==> src/rtl/byte_alu_pkg.sv <==
package byte_alu_pkg;

   typedef enum logic [1:0] {
      OP_ADD = 2'b00,
      OP_ADC = 2'b01,
      OP_SUB = 2'b10,
      OP_SBB = 2'b11
   } alu_op_e;

   typedef struct packed {
      logic carry;
      logic ovf;
      logic sign;
      logic zero;
   } alu_flags_t;

   localparam int ADDER_RIPPLE     = 0;
   localparam int ADDER_BEHAVIORAL = 1;

   function automatic logic op_is_sub(alu_op_e op);
      return op[1];
   endfunction

   function automatic logic op_is_chained(alu_op_e op);
      return op[0];
   endfunction

endpackage

==> src/rtl/byte_alu_operand.sv <==
module byte_alu_operand
   import byte_alu_pkg::*;
#(
   parameter int WIDTH = 8
) (
   input  alu_op_e          op,
   input  logic [WIDTH-1:0] b_in,
   input  logic             carry_in,
   output logic [WIDTH-1:0] b_eff,
   output logic             adder_cin
);

   logic use_carry;

   initial begin
      assert (WIDTH >= 2) else $error("byte_alu_operand: WIDTH must be at least 2");
   end

   assign use_carry = op_is_chained(op) & carry_in;

   // Subtract: A + ~B + 1 - borrow == A + ~B + ~borrow
   always_comb begin
      if (op_is_sub(op)) begin
         b_eff     = ~b_in;
         adder_cin = ~use_carry;
      end else begin
         b_eff     = b_in;
         adder_cin = use_carry;
      end
   end

endmodule

==> src/rtl/byte_alu_adder.sv <==
module byte_alu_adder
   import byte_alu_pkg::*;
#(
   parameter int WIDTH = 8,
   parameter int STYLE = ADDER_RIPPLE
) (
   input  logic [WIDTH-1:0] a,
   input  logic [WIDTH-1:0] b,
   input  logic             cin,
   output logic [WIDTH-1:0] sum,
   output logic             cout,
   output logic             msb_cin
);

   initial begin
      assert (STYLE == ADDER_RIPPLE || STYLE == ADDER_BEHAVIORAL)
         else $error("byte_alu_adder: unknown STYLE %0d", STYLE);
   end

   generate
      if (STYLE == ADDER_RIPPLE) begin : g_ripple
         logic [WIDTH:0] c;
         assign c[0] = cin;
         for (genvar i = 0; i < WIDTH; i++) begin : g_bit
            logic p, g;
            assign p        = a[i] ^ b[i];
            assign g        = a[i] & b[i];
            assign sum[i]   = p ^ c[i];
            assign c[i+1]   = g | (p & c[i]);
         end
         assign cout    = c[WIDTH];
         assign msb_cin = c[WIDTH-1];
      end else begin : g_behav
         logic [WIDTH:0]   full;
         logic [WIDTH-1:0] low;
         assign full    = {1'b0, a} + {1'b0, b} + {{WIDTH{1'b0}}, cin};
         assign sum     = full[WIDTH-1:0];
         assign cout    = full[WIDTH];
         assign low     = {1'b0, a[WIDTH-2:0]} + {1'b0, b[WIDTH-2:0]} + {{(WIDTH-1){1'b0}}, cin};
         assign msb_cin = low[WIDTH-1];
      end
   endgenerate

endmodule

==> src/rtl/byte_alu_flags.sv <==
module byte_alu_flags
   import byte_alu_pkg::*;
#(
   parameter int WIDTH = 8
) (
   input  logic             clk,
   input  logic             rst_n,
   input  alu_op_e          op,
   input  logic [WIDTH-1:0] a,
   input  logic [WIDTH-1:0] b_raw,
   input  logic             carry_in,
   input  logic [WIDTH-1:0] sum,
   input  logic             cout,
   input  logic             msb_cin,
   output alu_flags_t       flags
);

   always_comb begin
      flags.carry = op_is_sub(op) ? ~cout : cout;
      flags.ovf   = cout ^ msb_cin;
      flags.sign  = sum[WIDTH-1];
      flags.zero  = (sum == '0);
   end


   sub_borrow_chk: assert property (@(posedge clk) disable iff (!rst_n)
      (op == OP_SUB) |-> (flags.carry == (a < b_raw)));


   sbb_borrow_chk: assert property (@(posedge clk) disable iff (!rst_n)
      (op == OP_SBB) |-> (flags.carry ==
         ({1'b0, a} < ({1'b0, b_raw} + {{WIDTH{1'b0}}, carry_in}))));

endmodule

==> src/rtl/byte_alu.sv <==
module byte_alu
   import byte_alu_pkg::*;
#(
   parameter int WIDTH       = 8,
   parameter int ADDER_STYLE = ADDER_RIPPLE
) (
   input  logic             clk,
   input  logic             rst_n,
   input  logic             op_valid,
   input  logic [1:0]       op_code,
   input  logic [WIDTH-1:0] opnd_a,
   input  logic [WIDTH-1:0] opnd_b,
   input  logic             carry_in,
   output logic [WIDTH-1:0] res_q,
   output logic             carry_q,
   output logic             ovf_q,
   output logic             sign_q,
   output logic             zero_q
);

   alu_op_e          op;
   logic [WIDTH-1:0] b_eff;
   logic             adder_cin;
   logic [WIDTH-1:0] sum;
   logic             cout;
   logic             msb_cin;
   alu_flags_t       flags_nxt;
   alu_flags_t       flags_r;

   assign op = alu_op_e'(op_code);

   byte_alu_operand #(.WIDTH(WIDTH)) u_operand (
      .op        (op),
      .b_in      (opnd_b),
      .carry_in  (carry_in),
      .b_eff     (b_eff),
      .adder_cin (adder_cin)
   );

   byte_alu_adder #(.WIDTH(WIDTH), .STYLE(ADDER_STYLE)) u_adder (
      .a       (opnd_a),
      .b       (b_eff),
      .cin     (adder_cin),
      .sum     (sum),
      .cout    (cout),
      .msb_cin (msb_cin)
   );

   byte_alu_flags #(.WIDTH(WIDTH)) u_flags (
      .clk      (clk),
      .rst_n    (rst_n),
      .op       (op),
      .a        (opnd_a),
      .b_raw    (opnd_b),
      .carry_in (carry_in),
      .sum      (sum),
      .cout     (cout),
      .msb_cin  (msb_cin),
      .flags    (flags_nxt)
   );

   always_ff @(posedge clk) begin
      if (!rst_n) begin
         res_q   <= '0;
         flags_r <= '0;
      end else if (op_valid) begin
         res_q   <= sum;
         flags_r <= flags_nxt;
      end
   end

   assign carry_q = flags_r.carry;
   assign ovf_q   = flags_r.ovf;
   assign sign_q  = flags_r.sign;
   assign zero_q  = flags_r.zero;


   adder_sum_chk: assert property (@(posedge clk) disable iff (!rst_n)
      ({cout, sum} == ({1'b0, opnd_a} + {1'b0, b_eff} + {{WIDTH{1'b0}}, adder_cin})));


   hold_when_idle_chk: assert property (@(posedge clk) disable iff (!rst_n)
      !op_valid |=> ($stable(res_q) && $stable(flags_r)));


   sign_tracks_msb_chk: assert property (@(posedge clk) disable iff (!rst_n)
      op_valid |=> (sign_q == res_q[WIDTH-1]));


   zero_tracks_result_chk: assert property (@(posedge clk) disable iff (!rst_n)
      op_valid |=> (zero_q == (res_q == '0)));

endmodule

==> config.mk <==
export PLATFORM = sky130hd
export DESIGN_NAME = byte_alu
export DESIGN_NICKNAME = d
export VERILOG_FILES = /design/src/rtl/byte_alu_pkg.sv /design/src/rtl/byte_alu_operand.sv /design/src/rtl/byte_alu_adder.sv /design/src/rtl/byte_alu_flags.sv /design/src/rtl/byte_alu.sv
export SDC_FILE = /design/constraint.sdc
export NUM_CORES = 1
export LEC_CHECK = 0
export BUFFER_PORTS_ARGS = -buffer_cell sky130_fd_sc_hd__buf_2
export CAP_MARGIN = 5
export CORE_MARGIN = 3
export CORE_UTILIZATION = 38
export DETAILED_ROUTE_END_ITERATION = 12
export HOLD_SLACK_MARGIN = 0.06
export PLACE_DENSITY = 0.67
export SKIP_LAST_GASP = 1
export SLEW_MARGIN = 20
export SYNTH_ARGS = -nofsm -noshare
export SYNTH_HDL_FRONTEND = slang
export SYNTH_SLANG_ARGS = --single-unit
export TNS_END_PERCENT = 20
==> constraint.sdc <==
create_clock -name clk -period 8.05 [get_ports clk]
set_input_delay 0.805 -clock clk [delete_from_list [all_inputs] [get_ports clk]]
set_output_delay 0.805 -clock clk [all_outputs]
set_load 0.1 [all_outputs]
* After elaboration in Yosys (flattened, before gate mapping)
Cells that the tools add are included.
** Cells by class
- Mux-type cells :: 3
- Reductions and logical operators :: 1
- Bitwise gates (word level) :: 45
** Operators by type and width (number)
- $and A1 B1 Y1 :: 17
- $xor A1 B1 Y1 :: 17
- $logic_not A8 Y1 :: 1
- $mux W8 :: 1
- $not A8 Y8 :: 1
- $or A1 B1 Y1 :: 8
- $mux W1 :: 2
- $not A1 Y1 :: 2
** Storage, ports and cells
- Bits of input ports :: 22
- Output and inout bits :: 12
- Flip-flop bits (word level) :: 12

* Longest topological paths before layout
- Word-level depth :: 21
- Gate-level depth with buffers :: 14

* By module
A second synthesis with hierarchy kept.
** Unflattened totals
- Cell total of the unflattened synthesis :: 73
- Area, all modules :: 785.8 um^2
** Modules (own cells, without submodules)
- byte_alu :: times used 1, area each 450.4 um^2, sequential area each 240.2 um^2, cells each 38
- byte_alu_adder :: times used 1, area each 197.7 um^2, sequential area each 0.0 um^2, cells each 18
- byte_alu_operand :: times used 1, area each 93.8 um^2, sequential area each 0.0 um^2, cells each 11
- byte_alu_flags :: times used 1, area each 43.8 um^2, sequential area each 0.0 um^2, cells each 6

* Worst setup path after synthesis
No wires, ideal clock.
- Path kind :: input to register
- Start point :: in op_code[1]
- End point :: reg flags_r, in the netlist zero_q
- Arrival time :: 4444 ps
- Slack :: 3519 ps
- Path buffers :: 1
- Stages on the path :: 13
- Path through :: buf_6 -> xor2_1 -> fa_1 -> inv_1 -> fa_1 -> fa_1 -> fa_1 -> fa_1 -> fa_1 -> fa_1 -> fa_1 -> nand4b_1 -> o31ai_1
** On the way
- Word-level cells in the longest chain between the ends :: 18
- Elaborated cells on any way between the ends :: 40
- Those cells by class :: mux: 2; bitwise: 37; reduce/logical: 1
** RTL lines
- start, declared :: RTL line byte_alu.sv:10 : input logic [1:0] op_code,
- $mux W8 :: RTL line byte_alu_operand.sv:23 : if (op_is_sub(op)) begin
- $xor A1 B1 Y1 :: RTL line byte_alu_adder.sv:26 : assign p = a[i] ^ b[i];
- $and A1 B1 Y1 :: RTL line byte_alu_adder.sv:29 : assign c[i+1] = g | (p & c[i]);
- $or A1 B1 Y1 :: RTL line byte_alu_adder.sv:29
- $and A1 B1 Y1 :: RTL line byte_alu_adder.sv:29
- $or A1 B1 Y1 :: RTL line byte_alu_adder.sv:29
- $and A1 B1 Y1 :: RTL line byte_alu_adder.sv:29
- $or A1 B1 Y1 :: RTL line byte_alu_adder.sv:29
- [... 2 more ...]
- $and A1 B1 Y1 :: RTL line byte_alu_adder.sv:29
- $or A1 B1 Y1 :: RTL line byte_alu_adder.sv:29
- $and A1 B1 Y1 :: RTL line byte_alu_adder.sv:29
- $or A1 B1 Y1 :: RTL line byte_alu_adder.sv:29
- $and A1 B1 Y1 :: RTL line byte_alu_adder.sv:29
- $or A1 B1 Y1 :: RTL line byte_alu_adder.sv:29
- $xor A1 B1 Y1 :: RTL line byte_alu_adder.sv:28 : assign sum[i] = p ^ c[i];
- $logic_not A8 Y1 (*) :: RTL line byte_alu_flags.sv:22 : flags.zero = (sum == '0);
- end signal, assigned :: RTL line byte_alu.sv:68 : flags_r <= flags_nxt;
- end, declared :: RTL line byte_alu.sv:28 : alu_flags_t flags_r;
Every way passes the cells marked *; elsewhere a longest branch is shown, timed or not.
A chain may end at the register's enable or synchronous reset.

* Final worst setup path
Ends and elaborated chain as after synthesis.

==> flow_summary.json <==
{
  "dr.pass1.iters": 2,
  "timing.reg2reg.setup_slack_ps": 7430,
  "ant_nets": 0,
  "ys_warn_count": 0,
  "clkPwrFrac_pct": 17.6,
  "synth.most_common_cell": "dfxtp_1",
  "criticalPathCategory": "primary input to flop",
  "worstMarginPinSlew_ps": 489,
  "combPwrFrac_pct": 50.7,
  "clkLatencyLatePin_ps": 260,
  "cp.required_ps": 8220,
  "place_ws_ps": 3160,
  "placed_cells": 122,
  "drc": 0,
  "rr_startpoint": "res_q[7]",
  "cts-buffers-inserted": 3,
  "core_area_mm2": 0.00178,
  "grt_pass1_vias": 502,
  "max_cap_viol_count": 0,
  "yosys-top-cells-area": "dfxtp_1 (30%), fa_1 (22%), xnor2_1 (12%), o211a_1 (11%), nand2_1 (5.1%)",
  "worst_setup_path_end_kind": "flop",
  "drt-total-wl_um": 1330,
  "crit_fanout": 10,
  "ys_types": 17,
  "reg2reg_to": "res_q[7]",
  "start_util_pct": 41.3,
  "relSlewSlack_pct": 67.6,
  "hp-class": "flop to flop",
  "status": "complete, no violations",
  "synthTopCellsByCount": "dfxtp_1 (11), nand2_1 (10), xnor2_1 (10)",
  "drive_above_1_share_pct": 35.6,
  "synth_area_leader_cell": "dfxtp_1",
  "drv_slew": 0,
  "cts_root_buf": "clkbuf_4",
  "finalCritPeriodShare_pct": 57.1,
  "syn_inst": 69,
  "synth.avg_cell_area_um2": 10.7,
  "fillers": 181,
  "grt_overflow": 0,
  "grt_pass1_wl_um": 2060,
  "grt_max_degree": 21,
  "ctsHoldBuffers": 0,
  "gp_congestion": 0.687,
  "leakage_nw": 0.496,
  "rsz0062_at_grt": "false",
  "ys_async_sr_fraction_pct": 0,
  "fin_skew_ps": 0,
  "path_clk_slew_ps": 60,
  "power_density_mw_per_mm2": 220,
  "diodes": 0,
  "num_rows": 15,
  "multi_input_area_um2": 437,
  "endpoint": "zero_q",
  "netlist.area_leader.share_pct": 29.9,
  "areaGrowthSynthToFinish_pct": 23.4,
  "vias": 568,
  "hpwl_um": 1170,
  "synth_seq_cells": 11,
  "max_freq_mhz": 217,
  "p_int_w": 0.000108,
  "clock_tree.htree_level_count": 1,
  "synth_edf_count": 0,
  "cp-startpoint": "op_code[1]",
  "crit_arrival_ps": 4770,
  "cts_setup_buffers": 0,
  "min_from": "res_q[6]",
  "fin_nets": 132,
  "vdd_drop_max_mv": 0.0847,
  "regArea_um2": 220,
  "die_width_um": 50.0,
  "synth_area_um2": 737,
  "final-setup-viol-count": 0,
  "final_util_pct": 51.0,
  "cp-start-kind": "primary input",
  "die-height_um": 50.0,
  "pwr-share-seq_pct": 31.7,
  "post_drt_wl_per_cell_um": 10.6,
  "grtUsageTotal_pct": 10.5,
  "die_area_mm2": 0.00250,
  "syn-num-nets": 99,
  "swShare_pct": 46.1,
  "layout.cells.non_filler": 126,
  "reg2reg_depth": 1,
  "fin_ws_ps": 3450,
  "setup_tns_ps": 0,
  "cts_tree": "built",
  "hold_viol": 0,
  "synth-main-ff-cell": "dfxtp_1",
  "numPortBuffers": 33,
  "net-switching-power_w": 0.0000922,
  "min_period_ps": 4600,
  "cts.path.max_buffers": 2,
  "seq_area_frac_synth_pct": 29.9,
  "vias_per_cell": 4.51,
  "first_iter_violations": 4,
  "io_pins": 34,
  "clock_sinks": 11,
  "antenna_found_initial": 0,
  "ctsResizeCount": 0
}
-- metrics by stage --
stage	area, um^2	total power (W)	hold slack [ps]
after global placement	883	0.000166	459
after floorplan	737	0.000150	933
final	910	0.000200	474
after CTS	910	0.000203	481
after global routing	910	0.000212	498
after detailed placement	883	0.000167	466
-- critical path: stages --
cell      delay, ps
buf_2           250
xor2_1          230
fa_1            200
inv_1            50
fa_1            380
fa_1            390
fa_1            390
fa_1            390
fa_1            400
fa_1            430
fa_1            520
nand4b_1         90
o31ai_1         240
-- worst min-delay path by stage --
| stage | to | slack, ps | cells past startpoint |
|---|---|---|---|
| 2_1_floorplan | carry_q | 930 | 1 |
| 3_3_place_gp | ovf_q | 460 | 1 |
| 3_5_place_dp | res_q[4] | 470 | 1 |
| 4_1_cts | res_q[6] | 480 | 1 |
| 5_1_grt | res_q[5] | 500 | 1 |
| 6_report | res_q[6] | 470 | 1 |
-- layout make-up --
cell class	count	area share, %
clock buffers	4	2.89
well taps	25	3.44
inverters	8	3.30
repair buffers	33	18.2
multi-input cells	45	48.0
flip-flops and latches	11	24.2
-- sequential cells by signal (all words and copies together), names as in the netlist --
name     cells
zero_q       1
carry_q      1
ovf_q        1
res_q        8
-- metal layers --
| layer | up-vias | part of all wire, % | global-route usage (%) |
|---|---|---|---|
| li1 | 289 | - | - |
| met5 | - | 0 | 0 |
| met1 | 253 | 47 | 14.3 |
| met3 | 2 | 6.9 | 1.21 |
| met2 | 24 | 45 | 15.7 |
| met4 | 0 | 1.1 | 6.91 |
-- cell usage in the layout (no fill, tap or decap), drive strengths merged, types with 2 or more instances in the layout --
cell     n
o211a    8
nor2b    2
mux2i    2
nand2   10
inv      8
clkbuf   4
xnor2   10
buf     33
fa       8
dfxtp   11
-- power groups by stage --
stage	clock network, W	registers, W	logic [W]
after floorplan	0	0.000108	0.0000425
after global placement	0	0.0000644	0.000101
after detailed placement	0	0.0000648	0.000102
after CTS	0.0000369	0.0000635	0.000102
after global routing	0.0000394	0.0000639	0.000108
final	0.0000352	0.0000634	0.000101
-- cells by family after synthesis --
logic type	Yosys count	share of synthesized area, %
xor+xnor	11	13.1
flops	11	29.9
simple gates	15	9.85
fa+ha+maj	8	21.7
mux	2	2.72
buf+inv	13	10.9
compound gates	9	11.9
Power figures use the tool's default switching activity.
